**src/rtl/numerr_pkg.sv**
```systemverilog
package numerr_pkg;

    typedef enum logic [1:0] {
        ST_IDLE   = 2'd0,
        ST_IRQ    = 2'd1,
        ST_IGNORE = 2'd2
    } numerr_state_e;

endpackage

```
**src/rtl/numerr_sync.sv**
```systemverilog
module numerr_sync #(
    parameter int STAGES = 2
) (
    input  logic clk,
    input  logic rst_n,
    input  logic async_in,
    output logic sync_out
);
    localparam int LAST = STAGES - 1;

    logic [LAST:0] chain_q;

    generate
        if (STAGES == 1) begin : g_single
            always_ff @(posedge clk or negedge rst_n) begin
                if (!rst_n) chain_q <= '0;
                else        chain_q <= async_in;
            end
        end else begin : g_multi
            always_ff @(posedge clk or negedge rst_n) begin
                if (!rst_n) chain_q <= '0;
                else        chain_q <= {chain_q[LAST-1:0], async_in};
            end
        end
    endgenerate

    assign sync_out = chain_q[LAST];

endmodule

```
**src/rtl/numerr_port_decode.sv**
```systemverilog
module numerr_port_decode #(
    parameter int              ADDR_W     = 16,
    parameter logic [ADDR_W-1:0] CLEAR_ADDR = 16'h00F0
) (
    input  logic              io_wr,
    input  logic [ADDR_W-1:0] io_addr,
    output logic              clear_hit
);
    always_comb begin
        clear_hit = io_wr && (io_addr == CLEAR_ADDR);
    end
endmodule

```
**src/rtl/numerr_cfg.sv**
```systemverilog
module numerr_cfg (
    input  logic clk,
    input  logic rst_n,
    input  logic cfg_we,
    input  logic cfg_enable,
    output logic enable_q
);
    always_ff @(posedge clk or negedge rst_n) begin
        if (!rst_n)      enable_q <= 1'b0;
        else if (cfg_we) enable_q <= cfg_enable;
    end
endmodule

```
**src/rtl/numerr_fsm.sv**
```systemverilog
module numerr_fsm
    import numerr_pkg::*;
(
    input  logic clk,
    input  logic rst_n,
    input  logic enable_q,
    input  logic err_active,
    input  logic clear_hit,
    output logic irq_req,
    output logic ignore_act
);
    numerr_state_e state_q, state_d;

    // next-state logic
    always_comb begin
        state_d = state_q;
        unique case (state_q)
            ST_IDLE: begin
                if (enable_q && err_active) state_d = ST_IRQ;
            end
            ST_IRQ: begin
                if (!enable_q || !err_active) state_d = ST_IDLE;
                else if (clear_hit)           state_d = ST_IGNORE;
            end
            ST_IGNORE: begin
                if (!enable_q || !err_active) state_d = ST_IDLE;
            end
            default: state_d = ST_IDLE;
        endcase
    end

    // state register
    always_ff @(posedge clk or negedge rst_n) begin
        if (!rst_n) state_q <= ST_IDLE;
        else        state_q <= state_d;
    end

    // outputs, qualified by enable and the synchronized error
    always_comb begin
        irq_req    = 1'b0;
        ignore_act = 1'b0;
        unique case (state_q)
            ST_IDLE:   ;
            ST_IRQ:    irq_req    = enable_q && err_active;
            ST_IGNORE: ignore_act = enable_q && err_active;
            default:   ;
        endcase
    end

    // The interrupt only rises from a cycle where the error was seen while enabled.
    assert_irq_cause_R3: assert property (@(posedge clk) disable iff (!rst_n)
        $rose(irq_req) |-> $past(enable_q && err_active));

    // The ignore output is only entered through a clear-port write during a pending interrupt.
    assert_ignore_entry_R4: assert property (@(posedge clk) disable iff (!rst_n)
        $rose(ignore_act) |-> $past(clear_hit && irq_req));

    // The ignore output holds while the error stays active and the function stays enabled.
    assert_ignore_hold_R5: assert property (@(posedge clk) disable iff (!rst_n)
        ignore_act |=> (ignore_act || !err_active || !enable_q));

    // The interrupt and the ignore output are never active together.
    assert_outputs_exclusive_R6: assert property (@(posedge clk) disable iff (!rst_n)
        $onehot0({irq_req, ignore_act}));

    // Disabling leaves both outputs inactive.
    assert_disable_quiet_R10: assert property (@(posedge clk) disable iff (!rst_n)
        !enable_q |-> (!irq_req && !ignore_act));

endmodule

```
**src/rtl/numerr_handshake.sv**
```systemverilog
module numerr_handshake #(
    parameter int                ADDR_W      = 16,
    parameter logic [ADDR_W-1:0] CLEAR_ADDR  = 16'h00F0,
    parameter int                SYNC_STAGES = 2
) (
    input  logic              clk,
    input  logic              rst_n,
    input  logic              cfg_we,
    input  logic              cfg_enable,
    input  logic              io_wr,
    input  logic [ADDR_W-1:0] io_addr,
    input  logic              fp_err_n,
    output logic              irq13,
    output logic              ignore_err_n
);
    logic enable_q;
    logic err_active;
    logic clear_hit;
    logic irq_req;
    logic ignore_act;

    numerr_cfg u_cfg (
        .clk        (clk),
        .rst_n      (rst_n),
        .cfg_we     (cfg_we),
        .cfg_enable (cfg_enable),
        .enable_q   (enable_q)
    );

    numerr_sync #(.STAGES(SYNC_STAGES)) u_sync (
        .clk      (clk),
        .rst_n    (rst_n),
        .async_in (~fp_err_n),
        .sync_out (err_active)
    );

    numerr_port_decode #(.ADDR_W(ADDR_W), .CLEAR_ADDR(CLEAR_ADDR)) u_dec (
        .io_wr     (io_wr),
        .io_addr   (io_addr),
        .clear_hit (clear_hit)
    );

    numerr_fsm u_fsm (
        .clk        (clk),
        .rst_n      (rst_n),
        .enable_q   (enable_q),
        .err_active (err_active),
        .clear_hit  (clear_hit),
        .irq_req    (irq_req),
        .ignore_act (ignore_act)
    );

    assign irq13        = irq_req;
    assign ignore_err_n = ~ignore_act;

    // A cleared enable bit keeps the handshake outputs idle.
    assert_enable_gate_R2: assert property (@(posedge clk) disable iff (!rst_n)
        !enable_q |-> (!irq13 && ignore_err_n));

endmodule

```
**config.mk**
```make
export PLATFORM = sky130hd
export DESIGN_NAME = numerr_handshake
export DESIGN_NICKNAME = d
export VERILOG_FILES = /design/src/rtl/numerr_pkg.sv /design/src/rtl/numerr_sync.sv /design/src/rtl/numerr_port_decode.sv /design/src/rtl/numerr_cfg.sv /design/src/rtl/numerr_fsm.sv /design/src/rtl/numerr_handshake.sv
export SDC_FILE = /design/constraint.sdc
export NUM_CORES = 1
export LEC_CHECK = 0
export BUFFER_PORTS_ARGS = -buffer_cell sky130_fd_sc_hd__buf_4
export CELL_PAD_IN_SITES_DETAIL_PLACEMENT = 1
export CELL_PAD_IN_SITES_GLOBAL_PLACEMENT = 2
export CORE_MARGIN = 2
export CORE_UTILIZATION = 19
export CTS_BUF_LIST = sky130_fd_sc_hd__clkbuf_2
export DETAILED_ROUTE_END_ITERATION = 8
export PLACE_DENSITY_LB_ADDON = 0.1
export SYNTH_ARGS = -nofsm -noshare
export SYNTH_HDL_FRONTEND = slang
export SYNTH_SLANG_ARGS = --single-unit
```
**constraint.sdc**
```tcl
create_clock -name clk -period 1.1 [get_ports clk]
set_input_delay 0.33 -clock clk [delete_from_list [all_inputs] [get_ports clk]]
set_output_delay 0.33 -clock clk [all_outputs]
set_load 0.01 [all_outputs]
```
==> flow_summary.ini, run 1 <==
[outcome]
status = finished, violations left
violations = negative setup slack

[power_and_ir_drop]
p_comb_share_pct = 22.4
p_leak_uw = 0.000247
pwr_density_cell_mw_per_mm2 = 925
seqPwrFrac_pct = 42.2
p_sw_uw = 105
ir_drop_mv = 0.340
pwr-share-clk_pct = 35.4
internal-power_uw = 367
swShare_pct = 22.3

[floorplan]
fp-row-count = 13
die_x_um = 41.0
ios = 24
die-height_um = 41.0
dieArea_mm2 = 0.00168
core_mm2 = 0.00128
initial_utilization_pct = 20.3

[worst_setup_path]
arrival_ns = 1.05
required_ns = 0.77
worstPathMaxFanout = 2
worstSetupStartpointType = flop
crit_type = reg -> out
rr_worst_depth = 3
critPathCaptureType = output port

[global_routing]
antenna_found_initial = 0
grt_pass1_wl_um = 1040
grt_overflow_total = 0
grt_pass1_vias = 270
grt_max_degree = 6
track_usage_pct = 9.54

[drt]
wl_per_cell_um = 10.9
firstDrtPassIters = 1
finalWirelength_um = 720
antenna_left = 0
avgViaCountPerCell = 4.42
routed-via-count = 292
drcViolationCount = 0
drt_iter0_drc = 0

[finish]
multi_input_area_um2 = 134
fill_cells = 160
regArea_um2 = 125
syn_to_final_growth_pct = 96.2
final_core_util_pct = 39.7
drive_above_1_share_pct = 68.6
nets = 74
diodes = 0

[timing]
slew_headroom_pct = 85.3
clock_skew_ns = 0.00230
post-route-period-util_pct = 126
drv_slew = 0
tns_ns = -0.488
finalHoldViolCount = 0
setup_violations = 2
fin_crit_ns = 1.38
fmax_mhz = 722
fin_ws_ns = -0.284
worst_hold_slack_ns = 0.259
rsz0062_at_grt = yes
tightest_slew_ns = 0.219

[yosys]
yosys.area.top_type = dfrtp_1
synthAdderAreaFrac_pct = 0
synth_edf_count = 0
synth_common_cells = dfrtp_1, nand4b_1, nor4b_2
synth_most_common_cell = dfrtp_1
synth_top_cell_area_share_pct = 48.1
synthCells = 20
synthFlopType = dfrtp_1
synth_xor_area_share_pct = 0
synth_compound_area_share_pct = 4.81
ys_seq_area_share_pct = 48.1
syn-cell-area_um2 = 260
yosysUniqueCellTypes = 14
synth_top_family_by_area = simple AND/OR/NAND/NOR gates
synth-simple-area-share_pct = 41.3
synth_nets = 42
ys_ff_latch = 5
ys_async_sr_fraction_pct = 100
yosysWarnings = 0
synthTopCellsByArea = dfrtp_1, nor4b_2, nor4b_4
synth.avg_cell_area_um2 = 13.0
post_synth_mux_area_share_pct = 4.33

[clock_tree]
cts_buffer_depth = 2
cts.sinks = 5
clockRootBuffer = clkbuf_2
cts_tree = built
clkTransAtPathRegs_ns = 0.06
numCtsBuffers = 3
clk_latency_ns = 0.20
h-tree-depth = 1

[min_path]
hold_class = in -> reg
min_path_cells = 2

[place]
post-dp-hpwl_um = 637
place_congestion = 0.604
port_buffers = 23

[run]
cap_viol_max_count = 0
-- sequential cells by signal (all words and copies together), names as in the netlist --
register,count
u_fsm.state_q,2
u_sync.chain_q,2
u_cfg.enable_q,1
-- layer usage --
metal / up-vias / part of all wire [%] / global-route usage (%) / wire [um]
li1: 137 / - / - / -
met1: 141 / 33 / 10.4 / 235
met2: 14 / 57 / 16.8 / 413
met3: 0 / 9.9 / 2.17 / 71
met4: 0 / 0 / 5.00 / 0
met5: - / 0 / 0 / 0
-- kinds of logic (layout without fill, tap and decap cells) --
logic type / Yosys count / after routing
buf+inv: 1 / 32
flops: 5 / 5
compound gates: 2 / 2
simple gates: 11 / 11
mux: 1 / 1
-- cell usage in the layout, fill, tap and decap left out --
cell and count:
buf_4 25, nand3_1 1, nand4_1 1, nor4b_4 1, nor2_1 1, and2_0 1, o21a_1 1, mux2_2 1
dfrtp_1 5, inv_1 1, clkbuf_2 4, dlygate4sd3_1 1, nand4b_1 2, buf_6 1, o21ai_1 1, and2_4 1
nor4b_2 2, and3b_1 1
-- stage by stage --
step | instances | setup WS (ns) | power, uW | instance area, um^2
3_5_place_dp | 60 | -0.0934 | 305 | 467
4_1_cts | 65 | -0.299 | 478 | 497
2_1_floorplan | 20 | 0.0262 | 223 | 260
6_report | 66 | -0.284 | 472 | 510
5_1_grt | 66 | -0.361 | 508 | 510
3_3_place_gp | 60 | -0.0942 | 301 | 467
-- worst max-delay path, stage by stage, from the launching register on --
cell,delay [ns]
dfrtp_1,0.38
and3b_1,0.24
and2_4,0.15
buf_6,0.09
-- final cells by class --
| class | count | area share (%) |
|---|---|---|
| clock buffer | 4 | 3.92 |
| inverter | 1 | 0.735 |
| multi-input combinational | 14 | 26.2 |
| sequential | 5 | 24.5 |
| tap | 15 | 3.68 |
| timing repair buffer | 27 | 40.9 |
-- final timing paths --
check	from	endpoint	slack, ns
worst max-delay path	u_fsm.state_q[1]$_DFFE_PN0P_	irq13	-0.28
worst min-delay path	fp_err_n	u_sync.chain_q[0]$_DFF_PN0_	0.26
worst max register to register	u_fsm.state_q[0]$_DFFE_PN0P_	u_fsm.state_q[0]$_DFFE_PN0P_	0.06
worst min register to register	u_sync.chain_q[0]$_DFF_PN0_	u_sync.chain_q[1]$_DFF_PN0_	0.35
max in group asynchronous	rst_n	u_sync.chain_q[0]$_DFF_PN0_	0.53
min in group asynchronous	rst_n	u_fsm.state_q[0]$_DFFE_PN0P_	0.46
-- power groups by stage --
stage               clock (uW)  combinational, uW  sequential, uW
global route               193                115             200
detailed placement           0                102             203
CTS                        173                105             199
floorplan                    0               22.4             201
global placement             0               99.3             202
finish                     167                106             199
-- repair_timing --
action	CTS	global route
endpoints found under the setup margin	2	2
setup buffers	0	1
endpoints found under the hold margin	5	0
hold buffers	1	0
gates resized for setup	0	2
pin swaps	2	1
No activity file was read; power rests on OpenSTA's default activity.
==> inputs of run 2 (changes only) <==
clock period = 1.5 ns   (was 1.1 ns; I/O delays follow)
==> run 2 against run 1 <==
Effect of this change:
- the run still ends with negative setup slack left
- cell area rose by 0.74%
- combinational power fell by 22%
- power fell by 25%
- clock power fell by 26%
- sequential power fell by 26%
- critical path depth did not move
- clock skew fell by 0.0019 ns
- core utilization rose by 0.29 points
- die area did not move
- clock-buffer cell count did not move
- non-clock buffer count did not move
- via count fell by 2.4%
- critical path type unchanged
- highest routed layer unchanged
==> flow_summary.ini, run 2 (synthesized netlist as in run 1, its figures left out) <==
[outcome]
status = finished, violations left
violations = negative setup slack

[global_routing]
grt_pass1_wl_um = 1080
antenna_found_initial = 0
track_usage_pct = 11.0
grt_overflow_total = 0
grt_pass1_vias = 285
grt_max_degree = 6

[finish]
drive_above_1_share_pct = 68.6
diodes = 0
final_core_util_pct = 40.0
biggestRegsByFlops = u_fsm.state_q: 2 flops, u_sync.chain_q: 2 flops, u_cfg.enable_q: 1 flops
mostFrequentLayoutCells = buf_4, dfrtp_1, clkbuf_2
syn_to_final_growth_pct = 97.6
nets = 74
layout_commonest_cell = buf_4

[floorplan]
die-height_um = 41.0
die_x_um = 41.0
core_mm2 = 0.00128
dieArea_mm2 = 0.00168
fp-row-count = 13
initial_utilization_pct = 20.3
ios = 24

[drt]
drt_iter0_drc = 6
wl_per_cell_um = 11.0
firstDrtPassIters = 2
avgViaCountPerCell = 4.32
routed-via-count = 285
antenna_left = 0
drcViolationCount = 0
finalWirelength_um = 728

[clock_tree]
clkTransAtPathRegs_ns = 0.05
clk_latency_ns = 0.21
clockRootBuffer = clkbuf_2
cts_tree = built
numCtsBuffers = 3
cts_buffer_depth = 2
h-tree-depth = 1
cts.sinks = 5

[min_path]
hold_class = reg -> reg

[place]
port_buffers = 23
place_ws_ns = 0.179
place_congestion = 0.641

[timing]
clock_skew_ns = 0.000385
fin_ws_ns = -0.00628
fmax_mhz = 664
drv_slew = 0
post-route-period-util_pct = 100
slew_headroom_pct = 85.8
fin_crit_ns = 1.51
worst_hold_slack_ns = 0.367
rsz0062_at_grt = yes
finalHoldViolCount = 0
setup_violations = 1
tightest_slew_ns = 0.212

[power_and_ir_drop]
totalPowerFinal_uw = 354
pwr_density_cell_mw_per_mm2 = 688
ir_drop_mv = 0.296
p_leak_uw = 0.000249

[worst_setup_path]
worstSetupStartpointType = flop
arrival_ns = 1.06
r2r_slack_ns = 0.41
critPathCaptureType = output port
required_ns = 1.05
worstPathMaxFanout = 2
crit_type = reg -> out

[run]
cap_viol_max_count = 0
[run 2: timing repair]
action	in CTS	in global routing
buffers inserted	2	1
endpoints found under the hold margin	0	5
hold buffers	0	1
pin swaps	2	0
gates resized for setup	2	1
setup endpoints to repair	1	2
[run 2: stage by stage]
step	std cells	TNS, ns	instance area, um^2
floorplan	20	0	260
global placement	58	0	452
detailed placement	58	0	452
CTS	64	-0.0252	493
global route	66	-0.0665	514
finish	66	-0.00628	514
[run 2: area by class of cell]
| class | count | area (um^2) |
|---|---|---|
| multi-input cells | 14 | 134 |
| well taps | 15 | 18.8 |
| inverters | 1 | 3.75 |
| repair buffers | 27 | 213 |
| flip-flops and latches | 5 | 125 |
| fillers | 161 | 771 |
| clock buffers | 4 | 20.0 |
[run 2: critical path, cell delays in order (launching register included)]
cell and delay [ns]:
dfrtp_1 0.39, and3b_1 0.20, and2_4 0.14, buf_6 0.11
[run 2: path summary, 6_finish.rpt]
path / startpoint / to / cells past startpoint
max: u_cfg.enable_q$_DFFE_PN0P_ / irq13 / 3
min: u_sync.chain_q[0]$_DFF_PN0_ / u_sync.chain_q[1]$_DFF_PN0_ / 0
max reg2reg: u_cfg.enable_q$_DFFE_PN0P_ / u_fsm.state_q[1]$_DFFE_PN0P_ / 5
min reg2reg: u_sync.chain_q[0]$_DFF_PN0_ / u_sync.chain_q[1]$_DFF_PN0_ / 0
max in group asynchronous: rst_n / u_sync.chain_q[1]$_DFF_PN0_ / 2
min in group asynchronous: rst_n / u_sync.chain_q[0]$_DFF_PN0_ / 2
[run 2: routing by layer]
metal,vias up,GRT usage [%],wire [um]
li1,142,-,-
met1,129,9.97,240
met2,14,18.8,413
met3,0,3.80,74
met4,0,10.0,0
met5,-,0,0
[run 2: power breakdown]
part,switching [uW],internal (uW)
clock network,53.7,70.6
logic,22.5,59.8
registers,4.48,143
total,80.7,273
